File: config.mk
export PLATFORM = sky130hd
export DESIGN_NAME = audio_rate_detector
export DESIGN_NICKNAME = d
export VERILOG_FILES = /design/src/rtl/ard_pkg.sv /design/src/rtl/ard_sync_edge.sv /design/src/rtl/ard_window_counter.sv /design/src/rtl/ard_classifier.sv /design/src/rtl/ard_status_decoder.sv /design/src/rtl/audio_rate_detector.sv
export SDC_FILE = /design/constraint.sdc
export NUM_CORES = 1
export LEC_CHECK = 0
export BUFFER_PORTS_ARGS = -buffer_cell sky130_fd_sc_hd__clkbuf_2
export CAP_MARGIN = 10
export CORE_UTILIZATION = 35
export CTS_BUF_LIST = sky130_fd_sc_hd__clkbuf_2
export DETAILED_ROUTE_END_ITERATION = 16
export GPL_TIMING_DRIVEN = 1
export HOLD_SLACK_MARGIN = 0.05
export SKIP_CTS_REPAIR_TIMING = 1
export SLEW_MARGIN = 20
export SYNTH_ARGS = -nofsm -noshare
export SYNTH_HDL_FRONTEND = slang
export SYNTH_SLANG_ARGS = --single-unit
File: constraint.sdc
create_clock -name clk -period 4 [get_ports clk]
set_clock_uncertainty 0.15 [all_clocks]
set_input_delay 0.2 -clock clk [delete_from_list [all_inputs] [get_ports clk]]
set_output_delay 0.2 -clock clk [all_outputs]
set_load 0.01 [all_outputs]
File: src/rtl/ard_pkg.sv
package ard_pkg;

   typedef enum logic [3:0] {
      RATE_44K1  = 4'b0000,
      RATE_UNK   = 4'b0001,
      RATE_48K   = 4'b0010,
      RATE_32K   = 4'b0011,
      RATE_88K2  = 4'b1000,
      RATE_96K   = 4'b1010,
      RATE_176K4 = 4'b1100,
      RATE_192K  = 4'b1110
   } rate_e;

   localparam logic [1:0] SEL_STATUS = 2'b11;

   function automatic longint unsigned ref_hz(input int sel);
      case (sel)
         0:       return 64'd11289600;
         1:       return 64'd12288000;
         default: return 64'd24576000;
      endcase
   endfunction

   // Count thresholds, descending: outer low limit, six midpoints, outer high limit.
   function automatic longint unsigned boundary(input longint unsigned fref,
                                                input longint unsigned win,
                                                input int k);
      longint unsigned span;
      span = win * fref;
      case (k)
         0:       return span / 64'd24000;
         1:       return (2 * span) / (64'd32000 + 64'd44100);
         2:       return (2 * span) / (64'd44100 + 64'd48000);
         3:       return (2 * span) / (64'd48000 + 64'd88200);
         4:       return (2 * span) / (64'd88200 + 64'd96000);
         5:       return (2 * span) / (64'd96000 + 64'd176400);
         6:       return (2 * span) / (64'd176400 + 64'd192000);
         default: return span / 64'd256000;
      endcase
   endfunction

   function automatic int count_width(input longint unsigned win);
      return $clog2(win * 64'd24576000 / 64'd24000 + 64'd1) + 1;
   endfunction

endpackage

File: src/rtl/ard_sync_edge.sv
module ard_sync_edge #(
   parameter int STAGES = 2
) (
   input  logic clk,
   input  logic rst,
   input  logic async_in,
   output logic rise
);
   logic [STAGES-1:0] chain;
   logic              last;

   initial begin
      if (STAGES < 2) $error("ard_sync_edge: STAGES must be at least 2");
   end

   always_ff @(posedge clk) begin
      if (rst) begin
         chain <= '0;
         last  <= 1'b0;
      end else begin
         chain <= {chain[STAGES-2:0], async_in};
         last  <= chain[STAGES-1];
      end
   end

   assign rise = chain[STAGES-1] & ~last;
endmodule

File: src/rtl/ard_window_counter.sv
module ard_window_counter #(
   parameter int WINDOW_FRAMES = 64,
   parameter int CNT_W         = 18,
   parameter int TIMEOUT_LOG2  = 20
) (
   input  logic             clk,
   input  logic             rst,
   input  logic             enable,
   input  logic             edge_in,
   output logic             done,
   output logic [CNT_W-1:0] count,
   output logic             timeout
);
   localparam int FW = (WINDOW_FRAMES > 2) ? $clog2(WINDOW_FRAMES) : 1;
   localparam logic [FW-1:0]           LAST_FRAME = FW'(WINDOW_FRAMES - 1);
   localparam logic [CNT_W-1:0]        CNT_MAX    = '1;
   localparam logic [TIMEOUT_LOG2-1:0] IDLE_MAX   = '1;

   logic                    armed;
   logic [FW-1:0]           frames;
   logic [CNT_W-1:0]        cycles;
   logic [TIMEOUT_LOG2-1:0] idle;
   logic [CNT_W-1:0]        cycles_inc;

   assign cycles_inc = (cycles == CNT_MAX) ? CNT_MAX : cycles + 1'b1;

   always_ff @(posedge clk) begin
      done    <= 1'b0;
      timeout <= 1'b0;
      if (rst || !enable) begin
         armed  <= 1'b0;
         frames <= '0;
         cycles <= '0;
         idle   <= '0;
         if (rst) count <= '0;
      end else begin
         if (edge_in) begin
            idle <= '0;
         end else if (idle == IDLE_MAX - 1'b1) begin
            idle    <= IDLE_MAX;
            timeout <= 1'b1;
            armed   <= 1'b0;
         end else if (idle != IDLE_MAX) begin
            idle <= idle + 1'b1;
         end

         if (edge_in) begin
            if (!armed) begin
               armed  <= 1'b1;
               frames <= '0;
               cycles <= '0;
            end else if (frames == LAST_FRAME) begin
               done   <= 1'b1;
               count  <= cycles_inc;
               frames <= '0;
               cycles <= '0;
            end else begin
               frames <= frames + 1'b1;
               cycles <= cycles_inc;
            end
         end else if (armed) begin
            cycles <= cycles_inc;
         end
      end
   end
endmodule

File: src/rtl/ard_classifier.sv
module ard_classifier #(
   parameter longint unsigned FREF_HZ       = 64'd11289600,
   parameter int              WINDOW_FRAMES = 64,
   parameter int              CNT_W         = 18
) (
   input  logic [CNT_W-1:0] count,
   output logic [3:0]       code
);
   import ard_pkg::*;

   logic [7:0] above;

   for (genvar k = 0; k < 8; k++) begin : g_th
      localparam longint unsigned TH = boundary(FREF_HZ, longint'(WINDOW_FRAMES), k);
      if (k == 7) begin : g_hi
         assign above[k] = (count >= TH[CNT_W-1:0]);
      end else begin : g_mid
         assign above[k] = (count > TH[CNT_W-1:0]);
      end
   end

   always_comb begin
      if (above[0])      code = RATE_UNK;
      else if (above[1]) code = RATE_32K;
      else if (above[2]) code = RATE_44K1;
      else if (above[3]) code = RATE_48K;
      else if (above[4]) code = RATE_88K2;
      else if (above[5]) code = RATE_96K;
      else if (above[6]) code = RATE_176K4;
      else if (above[7]) code = RATE_192K;
      else               code = RATE_UNK;
   end
endmodule

File: src/rtl/ard_status_decoder.sv
module ard_status_decoder (
   input  logic       pro,
   input  logic [7:0] byte0,
   input  logic [7:0] byte3,
   input  logic [7:0] byte4,
   output logic [3:0] code
);
   import ard_pkg::*;

   logic [5:0] pro_key;
   logic [3:0] pro_code;

   assign pro_key = {byte0[7:6], byte4[6:3]};

   always_comb begin
      case (pro_key)
         6'b01_0000: pro_code = RATE_44K1;
         6'b10_0000: pro_code = RATE_48K;
         6'b11_0000: pro_code = RATE_32K;
         6'b00_1010: pro_code = RATE_88K2;
         6'b00_0010: pro_code = RATE_96K;
         6'b00_1011: pro_code = RATE_176K4;
         6'b00_0011: pro_code = RATE_192K;
         default:    pro_code = RATE_UNK;
      endcase
   end

   assign code = pro ? pro_code : byte3[3:0];
endmodule

File: src/rtl/audio_rate_detector.sv
module audio_rate_detector #(
   parameter int WINDOW_FRAMES = 64,
   parameter int TIMEOUT_LOG2  = 20,
   parameter int SYNC_STAGES   = 2
) (
   input  logic       clk,
   input  logic       rst,
   input  logic       frame_strobe,
   input  logic [1:0] ref_sel,
   input  logic       cs_pro,
   input  logic       cs_new,
   input  logic [7:0] cs_byte0,
   input  logic [7:0] cs_byte3,
   input  logic [7:0] cs_byte4,
   output logic [3:0] rate_code,
   output logic       rate_valid
);
   import ard_pkg::*;

   localparam int CNT_W = count_width(longint'(WINDOW_FRAMES));
   localparam int N_REF = 3;

   initial begin
      if (WINDOW_FRAMES < 2) $error("audio_rate_detector: WINDOW_FRAMES must be at least 2");
      if (TIMEOUT_LOG2 < 4)  $error("audio_rate_detector: TIMEOUT_LOG2 too small");
   end

   logic             edge_seen;
   logic [1:0]       sel_q;
   logic             meas_en;
   logic             win_done;
   logic             win_timeout;
   logic [CNT_W-1:0] win_count;
   logic [3:0]       ref_code [N_REF];
   logic [3:0]       clk_code;
   logic [3:0]       cs_code;

   ard_sync_edge #(.STAGES(SYNC_STAGES)) u_sync (
      .clk      (clk),
      .rst      (rst),
      .async_in (frame_strobe),
      .rise     (edge_seen)
   );

   always_ff @(posedge clk) begin
      if (rst) sel_q <= SEL_STATUS;
      else     sel_q <= ref_sel;
   end

   // A changed select restarts the window so no count mixes two references.
   assign meas_en = (ref_sel != SEL_STATUS) && (ref_sel == sel_q);

   ard_window_counter #(
      .WINDOW_FRAMES (WINDOW_FRAMES),
      .CNT_W         (CNT_W),
      .TIMEOUT_LOG2  (TIMEOUT_LOG2)
   ) u_win (
      .clk     (clk),
      .rst     (rst),
      .enable  (meas_en),
      .edge_in (edge_seen),
      .done    (win_done),
      .count   (win_count),
      .timeout (win_timeout)
   );

   for (genvar g = 0; g < N_REF; g++) begin : g_ref
      ard_classifier #(
         .FREF_HZ       (ref_hz(g)),
         .WINDOW_FRAMES (WINDOW_FRAMES),
         .CNT_W         (CNT_W)
      ) u_cls (
         .count (win_count),
         .code  (ref_code[g])
      );
   end

   always_comb begin
      case (sel_q)
         2'b00:   clk_code = ref_code[0];
         2'b01:   clk_code = ref_code[1];
         2'b10:   clk_code = ref_code[2];
         default: clk_code = RATE_UNK;
      endcase
   end

   ard_status_decoder u_cs (
      .pro   (cs_pro),
      .byte0 (cs_byte0),
      .byte3 (cs_byte3),
      .byte4 (cs_byte4),
      .code  (cs_code)
   );

   always_ff @(posedge clk) begin
      if (rst) begin
         rate_code  <= RATE_UNK;
         rate_valid <= 1'b0;
      end else begin
         rate_valid <= 1'b0;
         if (cs_new && ref_sel == SEL_STATUS) begin
            rate_code  <= cs_code;
            rate_valid <= 1'b1;
         end else if (win_done) begin
            rate_code  <= clk_code;
            rate_valid <= 1'b1;
         end else if (win_timeout) begin
            rate_code  <= RATE_UNK;
         end
      end
   end
endmodule

# Word-level counts from Yosys, hierarchy flattened
# Cells that the tools add are included.
dict set report totals {
  ff_bits 75
  in_bits 31
  output_inout_bits 5
  wordCells 123
}
dict set report classes {
  n_addsub 3
  magnitude_cmp 21
  n_eq_ne 17
  n_mux 52
  bitwise_logic 4
  reduce_logical 14
}
# operator n
set ops {}
lappend ops {{2-to-1 mux 18 bit} 10}
lappend ops {{2-to-1 mux 4 bit} 28}
lappend ops {{greater-than comparator 18 x 15 -> 1 bit, second input constant} 5}
lappend ops {{greater-than comparator 18 x 13 -> 1 bit, second input constant} 4}
lappend ops {{greater-than comparator 18 x 14 -> 1 bit, second input constant} 4}
lappend ops {{greater-than comparator 18 x 16 -> 1 bit, second input constant} 3}
lappend ops {{2-to-1 mux 20 bit} 2}
lappend ops {{greater-or-equal comparator 18 x 12 -> 1 bit, second input constant} 2}
lappend ops {{one-hot mux 4 bit (7 select lines)} 1}
lappend ops {{adder 20 x 1 -> 20 bit, second input constant} 1}
lappend ops {{equality test 20 bit, second input constant} 1}
lappend ops {{inequality test 20 bit, second input constant} 1}
lappend ops {{adder 18 x 1 -> 18 bit, second input constant} 1}
lappend ops {{equality test 18 bit, second input constant} 1}
lappend ops {{equality test 6 bit, second input constant} 3}
lappend ops {{greater-or-equal comparator 18 x 13 -> 1 bit, second input constant} 1}
lappend ops {{greater-than comparator 18 x 12 -> 1 bit, second input constant} 1}
lappend ops {{greater-than comparator 18 x 17 -> 1 bit, second input constant} 1}
lappend ops {{equality test 6 x 2 -> 1 bit, second input constant} 2}
lappend ops {{equality test 6 x 4 -> 1 bit, second input constant} 2}
lappend ops {{2-to-1 mux 6 bit} 2}
lappend ops {{one-hot mux 4 bit (3 select lines)} 1}
lappend ops {{nonzero test 2 bit} 5}
lappend ops {{2-to-1 mux 1 bit} 8}
lappend ops {{16 further kinds} 21}

# Depth between registers and ports, before layout
# Gate-level depths: netlist (run 1).
dict set report depth {
  word_depth 12
  depth_mapped 10
  depth_no_buf 8
}

# Cells and area by module
# A second synthesis (run 1) with hierarchy kept.
dict set report unflattened {
  hier_cells 676
  hier_area_um2 5460.2
}
# module n_inst cells_per_inst area_each_um2 seq_area_each_um2
set by_module_without_submodules {}
lappend by_module_without_submodules {ard_window_counter 1 372 3238.1 1481.4}
lappend by_module_without_submodules {{ard_classifier (g_ref[0].u_cls)} 1 91 639.4 0.0}
lappend by_module_without_submodules {{ard_classifier (g_ref[1].u_cls)} 1 75 543.0 0.0}
lappend by_module_without_submodules {{ard_classifier (g_ref[2].u_cls)} 1 68 445.4 0.0}
lappend by_module_without_submodules {audio_rate_detector 1 44 400.4 140.1}
lappend by_module_without_submodules {ard_status_decoder 1 19 106.4 0.0}
lappend by_module_without_submodules {ard_sync_edge 1 7 87.6 60.1}

# Worst setup path before layout (run 1)
# Ideal clock, no wire load.
dict set report synth_timing {
  path_type {reg2reg}
  from {register u_win.frames[0]}
  to {register u_win.count[0] (enable)}
  setup_time_ns 0.421
  arrival_time_ns 2.412
  required_time_ns 3.429
  slack_ns 1.017
  path_stages_with_launch 5
  n_path_buf 0
  synth_period_minus_slack_ns 2.983
  path_cell_list {dfxtp_1 ha_1 nand3_1 or2_2 o31ai_1}
}
dict set report synth_via {
  elab_chain_len 3
}
# item line
set synth_lines {}
lappend synth_lines {{start, declared} ard_window_counter.sv:20} ;# logic [FW-1:0] frames;
lappend synth_lines {{start signal, assigned} ard_window_counter.sv:58} ;# frames <= frames + 1'b1;
lappend synth_lines {{equality test 6 bit} ard_window_counter.sv:52} ;# end else if (frames == LAST_FRAME) begin
lappend synth_lines {{nonzero test 2 bit (no source line)} --}
lappend synth_lines {{AND reduction 4 bit (no source line)} --}
lappend synth_lines {{end signal, assigned} ard_window_counter.sv:54} ;# count <= cycles_inc;
lappend synth_lines {{end, declared} ard_window_counter.sv:11} ;# output logic [CNT_W-1:0] count,
# No other way between the ends.
# A chain may end at the register's enable or synchronous reset.

# Worst setup path in the final report (run 1)
dict set report layout_timing {
  from {register u_win.count[2]}
  to {register rate_code[1]}
}
dict set report layout_via {
  elab_chain_len 12
  word_cells_on_any_way 48
  classes_between {order compare: 21; mux: 27}
}
# item line
set layout_lines {}
lappend layout_lines {{greater-or-equal comparator 18 x 13 -> 1 bit / greater-or-equal comparator 18 x 12 -> 1 bit (equally long branches)} ard_classifier.sv:16} ;# assign above[k] = (count >= TH[CNT_W-1:0]);
lappend layout_lines {{2-to-1 mux 4 bit} ard_classifier.sv:30} ;# else if (above[7]) code = RATE_192K;
lappend layout_lines {{2-to-1 mux 4 bit} ard_classifier.sv:29} ;# else if (above[6]) code = RATE_176K4;
lappend layout_lines {{2-to-1 mux 4 bit} ard_classifier.sv:28} ;# else if (above[5]) code = RATE_96K;
lappend layout_lines {{2-to-1 mux 4 bit} ard_classifier.sv:27} ;# else if (above[4]) code = RATE_88K2;
lappend layout_lines {{2-to-1 mux 4 bit} ard_classifier.sv:26} ;# else if (above[3]) code = RATE_48K;
lappend layout_lines {{2-to-1 mux 4 bit} ard_classifier.sv:25} ;# else if (above[2]) code = RATE_44K1;
lappend layout_lines {{2-to-1 mux 4 bit} ard_classifier.sv:24} ;# else if (above[1]) code = RATE_32K;
lappend layout_lines {{2-to-1 mux 4 bit} ard_classifier.sv:23} ;# if (above[0]) code = RATE_UNK;
lappend layout_lines {{one-hot mux 4 bit (3 select lines) (*)} audio_rate_detector.sv:79} ;# case (sel_q)
lappend layout_lines {{2-to-1 mux 4 bit (*)} audio_rate_detector.sv:104} ;# end else if (win_done) begin
lappend layout_lines {{2-to-1 mux 4 bit (*)} audio_rate_detector.sv:101} ;# if (cs_new && ref_sel == SEL_STATUS) begin
lappend layout_lines {{end signal, assigned} audio_rate_detector.sv:102} ;# rate_code <= cs_code;
lappend layout_lines {{end signal, assigned} audio_rate_detector.sv:105} ;# rate_code <= clk_code;
lappend layout_lines {{end, declared} audio_rate_detector.sv:15} ;# output logic [3:0] rate_code,
# Mark *: on every way between the ends. The rest lies on a longest branch, timed or not.

==> impl_metrics.env, run 1 <==
export IMPL_r2r_cells=8
export IMPL_powerDensity_nw_per_um2=289
export IMPL_regArea_um2=1680
export IMPL_clock_path_buffers=2
export IMPL_die_area_um2=13400
export IMPL_cts_buffers=9
export IMPL_crit_required_ps=4260
export IMPL_synth_edff_count=18
export IMPL_rrSetupSlack_ps=1170
export IMPL_netlist_cell_type_count=65
export IMPL_root_buffer="clkbuf_2"
export IMPL_grt_use_total_pct=17.1
export IMPL_vdd_drop_max_mv=0.148
export IMPL_synth_ff_type="dfxtp_1"
export IMPL_fin_crit_ps=2830
export IMPL_final_setup_viol_count=0
export IMPL_arrival_ps=3090
export IMPL_ys_seq_area_share_pct=37.0
export IMPL_crit_slowest_cell="nor3_1"
export IMPL_grt_overflow=0
export IMPL_fmax_mhz=354
export IMPL_synthesis_nets=587
export IMPL_synthCells=552
export IMPL_timing_rr_start="u_win.count[2]$_SDFFCE_PP0P_"
export IMPL_min_delay_path_depth=6
export IMPL_synth_seq_cells=75
export IMPL_vias_per_cell=5.77
export IMPL_critPathLaunchType="flip-flop"
export IMPL_vias=4274
export IMPL_dp_cells=711
export IMPL_cp_endpoint="rate_code[1]$_SDFFE_PP0P_"
export IMPL_avgSynthCellArea_um2=8.23
export IMPL_worstPathCellList="nor3_1, nand2b_1, a31oi_1, o21ai_0, o21ai_0, nand3_1, a32oi_1, a21oi_1"
export IMPL_first_pass_iters=5
export IMPL_grt_pass1_wl_um=18400
export IMPL_coreArea_um2=12600
export IMPL_grt_pass1_vias=3818
export IMPL_n_fill_cell=1296
export IMPL_slew_viol_final=0
export IMPL_grt_setup_unrepaired="false"
export IMPL_die_h_um=116
export IMPL_period_share_pct=70.6
export IMPL_nNetsFinal=599
export IMPL_antenna_found_initial=0
export IMPL_place_ws_ps=1220
export IMPL_multi_input_area_um2=2680
export IMPL_yosysWarnings=0
export IMPL_synth_area_um2=4550
export IMPL_finalHoldViolCount=0
export IMPL_antenna_cells=0
export IMPL_critical_path_class="flip-flop to flip-flop"
export IMPL_p_leak_nw=1.72
export IMPL_drtIter0Drc=562
export IMPL_crit_start="u_win.count[2]$_SDFFCE_PP0P_"
export IMPL_grt_max_degree=25
export IMPL_reg2reg_to="rate_code[1]$_SDFFE_PP0P_"
export IMPL_slew_headroom_pct=44.7
export IMPL_final_antenna_net_count=0
export IMPL_die_x_um=116
export IMPL_initial_core_util_pct=36.0
export IMPL_worstHoldPathType="primary input to flip-flop"
export IMPL_hpwl_um=7800
export IMPL_synth_top_area_share_pct=25.1
export IMPL_drive_above_1_share_pct=9.31
export IMPL_fin_ws_ps=1170
export IMPL_drt_wirelength_per_cell_um=14.9
export IMPL_tightest_slew_ps=823
export IMPL_place_gp_congestion=0.929
export IMPL_wl_um=11100
export IMPL_synth_area_leaders="dfxtp_1 (25%), edfxtp_1 (12%), a21oi_1 (5.0%)"
export IMPL_utilization_pct=39.9
export IMPL_synthArstFlopShare_pct=0
export IMPL_htree_levels=3
export IMPL_clk_latency_ps=490
export IMPL_fin_tns_setup_ps=0
export IMPL_cts_sinks=75
export IMPL_io_pins=36
export IMPL_cp_end_kind="flip-flop"
export IMPL_stdcell_count=741
export IMPL_cp_common_cell="o21ai_0"
export IMPL_drc=0
export IMPL_yosysTopAreaCell="dfxtp_1"
export IMPL_rows=41
export IMPL_cts_tree="done"
export IMPL_syn_to_final_growth_pct=10.8
export IMPL_port_buffers=21
export IMPL_cap_violations=0
export IMPL_critPathMaxStageDelay_ps=780
export IMPL_path_clk_slew_ps=230
export IMPL_cp_max_fo=21
export IMPL_run_status="finished clean"
[layout make-up]
class                           count  area share (%)
Sequential cell                    75            33.4
Clock inverter                      6            2.21
Inverter                           10           0.746
Tap cell                          172            4.27
Multi-Input combinational cell    431            53.2
Timing Repair Buffer               37            5.17
Clock buffer                       10           0.994
[cell usage in the layout (no fill, tap or decap), types with 14 or more instances in the layout]
cell type / count
nand3_1: 25
a21oi_1: 45
and3_1: 16
edfxtp_1: 18
nand2_1: 46
dfxtp_1: 57
dlygate4sd3_1: 14
xor2_1: 19
o21ai_0: 24
clkbuf_2: 31
nor2_1: 46
nand4_1: 16
a22o_1: 18
nor3_1: 17
[flip-flops by register name (all words and copies together), names as in the netlist]
| signal | flops |
|---|---|
| u_win.idle | 20 |
| u_win.count | 18 |
| u_win.cycles | 18 |
| u_win.frames | 6 |
| rate_code | 4 |
| sel_q | 2 |
| u_sync.chain | 2 |
| rate_valid | 1 |
| u_sync.last | 1 |
| u_win.armed | 1 |
| u_win.done | 1 |
| u_win.timeout | 1 |
[how the worst min path moves through the flow]
stage,start,end,slack (ps)
after floorplan,ref_sel[1],sel_q[1]$_SDFF_PP1_,150
after global placement,frame_strobe,u_sync.chain[0]$_SDFF_PP0_,260
after detailed placement,frame_strobe,u_sync.chain[0]$_SDFF_PP0_,290
after CTS,frame_strobe,u_sync.chain[0]$_SDFF_PP0_,-280
after global routing,cs_new,rate_code[3]$_SDFFE_PP0P_,80
final,cs_new,rate_code[3]$_SDFFE_PP0P_,100
[synthesized netlist by cell type (all sizes together) (6+ instances only)]
cell type	instances
dfxtp	57
nand4	16
nor3	17
nand3	25
xnor2	9
edfxtp	18
nor4	6
buf	11
xor2	19
a22o	18
o21ai	27
inv	10
nor2	47
nand2	46
or2	6
a21oi	45
nor2b	11
and3	16
o211ai	9
o31ai	7
or3	12
nand2b	8
a211oi	8
a31oi	13
clkbuf	25
[per-stage QoR]
step | cell area [um^2] | hold WS [ps] | total power, W
detailed placement | 4730 | 287 | 0.000928
global placement | 4730 | 260 | 0.000927
floorplan | 4550 | 147 | 0.000893
CTS | 4890 | -282 | 0.00146
global route | 5030 | 80.7 | 0.00153
finish | 5030 | 96.3 | 0.00146
[cell families after synthesis]
kind of cell               Yosys count  share of synthesized area [%]
AOI/OAI and AO/OA                  158                           23.0
adders and majority gates            4                           1.10
DFF                                 75                           37.0
and+or+nand+nor                    238                           28.7
muxes                                3                          0.661
buffers and inverters               46                           4.18
xor gates and xnor gates            28                           5.40
[per-layer routing]
layer  track usage, %  share of wire (%)  up-vias
li1                 -                  -     2096
met1             22.3                 45     2005
met2             27.8                 48      153
met3             3.24                5.0       20
met4             7.18                2.2        0
met5                0                  0        -
[worst max-delay path: cells and delay by family (launching register included)]
family          cells  cell delay (ps)
flops               1              720
compound gates      5              910
simple gates        3             1000
[report_power, final]
group          internal [W]  leakage [nW]  switching [W]  total [W]
clock network      0.000273        0.0925       0.000259   0.000533
registers          0.000786         0.649      0.0000286   0.000815
logic             0.0000496         0.978      0.0000600   0.000110
total               0.00111          1.72       0.000348    0.00146
Power figures use the tool's default switching activity.
==> run 2: changes to the inputs <==
==> constraint.sdc (replaced) <==
create_clock -name clk -period 2.25 [get_ports clk]
set_clock_uncertainty 0.15 [all_clocks]
set_input_delay 0.1125 -clock clk [delete_from_list [all_inputs] [get_ports clk]]
set_output_delay 0.1125 -clock clk [all_outputs]
set_load 0.01 [all_outputs]
==> impl_metrics.env, run 2 (synthesized netlist as in run 1, its figures left out) <==
export IMPL_run_status="finished with violations"
export IMPL_violations="negative setup slack"
export IMPL_nNetsFinal=711
export IMPL_initial_core_util_pct=36.0
export IMPL_fin_tns_setup_ps=-411
export IMPL_drc=0
export IMPL_cts_buffers=9
export IMPL_power_w=0.00242
export IMPL_fmax_mhz=412
export IMPL_top_usage_layer="met2"
export IMPL_final_setup_viol_count=4
export IMPL_fin_crit_ps=2430
export IMPL_arrival_ps=2740
export IMPL_clk_latency_ps=550
export IMPL_grt_overflow=0
export IMPL_hpwl_um=9540
export IMPL_fin_ws_ps=-179
export IMPL_powerDensity_nw_per_um2=402
export IMPL_crit_required_ps=2570
export IMPL_vias=4739
export IMPL_finalHoldViolCount=0
export IMPL_cp_end_kind="flip-flop"
export IMPL_met2_usage_pct=31.6
export IMPL_worstPathCellList="a311o_1, a311o_1, a31oi_1, a311oi_2, nor4_2, nor3b_2, a31oi_1, a211oi_1"
export IMPL_final_common_cell="buf_4"
export IMPL_grt_pass1_vias=4298
export IMPL_vias_per_cell=5.56
export IMPL_antenna_cells=0
export IMPL_clock_path_buffers=2
export IMPL_critPathTopFamily="compound AO/OA/AOI/OAI gates"
export IMPL_htree_levels=3
export IMPL_die_x_um=116
export IMPL_cts_sinks=75
export IMPL_coreArea_um2=12600
export IMPL_drtIter0Drc=459
export IMPL_die_area_um2=13400
export IMPL_cts_tree="done"
export IMPL_path_clk_slew_ps=240
export IMPL_drive_above_1_share_pct=27.6
export IMPL_critPathLaunchType="flip-flop"
export IMPL_grt_max_degree=25
export IMPL_cap_violations=0
export IMPL_cp_max_fo=2
export IMPL_top_register="u_win.idle"
export IMPL_r2r_cells=8
export IMPL_grt_use_met3_pct=3.35
export IMPL_grt_setup_unrepaired="true"
export IMPL_first_pass_iters=5
export IMPL_io_pins=36
export IMPL_crit_buf_inv=0
export IMPL_place_gp_congestion=0.917
export IMPL_worstHoldPathType="flip-flop to flip-flop"
export IMPL_dp_cells=812
export IMPL_drt_wirelength_per_cell_um=15.3
export IMPL_slew_viol_final=0
export IMPL_crit_slowest_cell="edfxtp_1"
export IMPL_antenna_found_initial=0
export IMPL_root_buffer="clkbuf_2"
export IMPL_vdd_drop_max_mv=0.246
export IMPL_wl_um=13000
export IMPL_tightest_slew_ps=467
export IMPL_grt_use_total_pct=19.7
export IMPL_final_cell_mix="buf_4 (100), dfxtp_1 (53), nand2_1 (46)"
export IMPL_slew_headroom_pct=68.7
export IMPL_syn_to_final_growth_pct=32.2
export IMPL_critical_path_class="flip-flop to flip-flop"
export IMPL_stdcell_count=853
export IMPL_rows=41
export IMPL_critPathMaxStageDelay_ps=440
export IMPL_die_h_um=116
export IMPL_largestRegisters="u_win.idle x20, u_win.count x18, u_win.cycles x18"
export IMPL_port_buffers=21
export IMPL_grt_use_met1_pct=25.2
export IMPL_cp_num_cells=8
export IMPL_period_share_pct=108
export IMPL_grt_pass1_wl_um=20700
export IMPL_largest_reg_flops=20
export IMPL_p_leak_nw=2.27
export IMPL_final_antenna_net_count=0
export IMPL_min_delay_path_depth=1
==> run 2: changes by cell type in the layout (fill, tap and decap cells not counted), moves of 6 or more <==
cell	before	now
a21oi_2	0	6
buf_4	2	100
buf_6	0	8
a21oi_1	45	39
==> run 2: final timing paths <==
check | slack [ps] | from | end
worst max register to register | -180 | u_win.count[4]$_SDFFCE_PP0P_ | rate_code[2]$_SDFFE_PP0P_
worst min-delay path | 330 | u_sync.chain[0]$_SDFF_PP0_ | u_sync.chain[1]$_SDFF_PP0_
worst max-delay path | -180 | u_win.count[4]$_SDFFCE_PP0P_ | rate_code[2]$_SDFFE_PP0P_
worst min register to register | 330 | u_sync.chain[0]$_SDFF_PP0_ | u_sync.chain[1]$_SDFF_PP0_
==> run 2: per-stage QoR <==
step	utilization, %	cell area (um^2)	hold WS, ps	worst slack, ps
detailed placement	43.8	5530	177	-291
finish	47.6	6010	328	-179
floorplan	-	4570	59.0	-33.8
global route	47.6	6010	334	-326
global placement	43.8	5530	169	-286
CTS	44.5	5620	-458	-329
==> run 2: area by class of cell <==
type                            count  area (um^2)
Fill cell                        1231         6610
Multi-Input combinational cell    431         2820
Sequential cell                    75         1690
Timing Repair Buffer              149         1170
Tap cell                          172          215
Clock buffer                       11         55.1
Inverter                           10         37.5
Clock inverter                      5         33.8
==> run 2: where the power goes <==
group          switching, W  total [W]  internal [W]
registers         0.0000154    0.00141       0.00140
logic              0.000175   0.000345      0.000170
clock network      0.000496   0.000659      0.000163
total              0.000686    0.00242       0.00173
==> run 2: per-layer routing <==
metal	up-vias	routed length (um)	share of wire, %
met5	-	0	0
met4	0	453	3.5
met3	37	675	5.2
met2	157	6120	47
met1	2227	5760	44
li1	2318	-	-
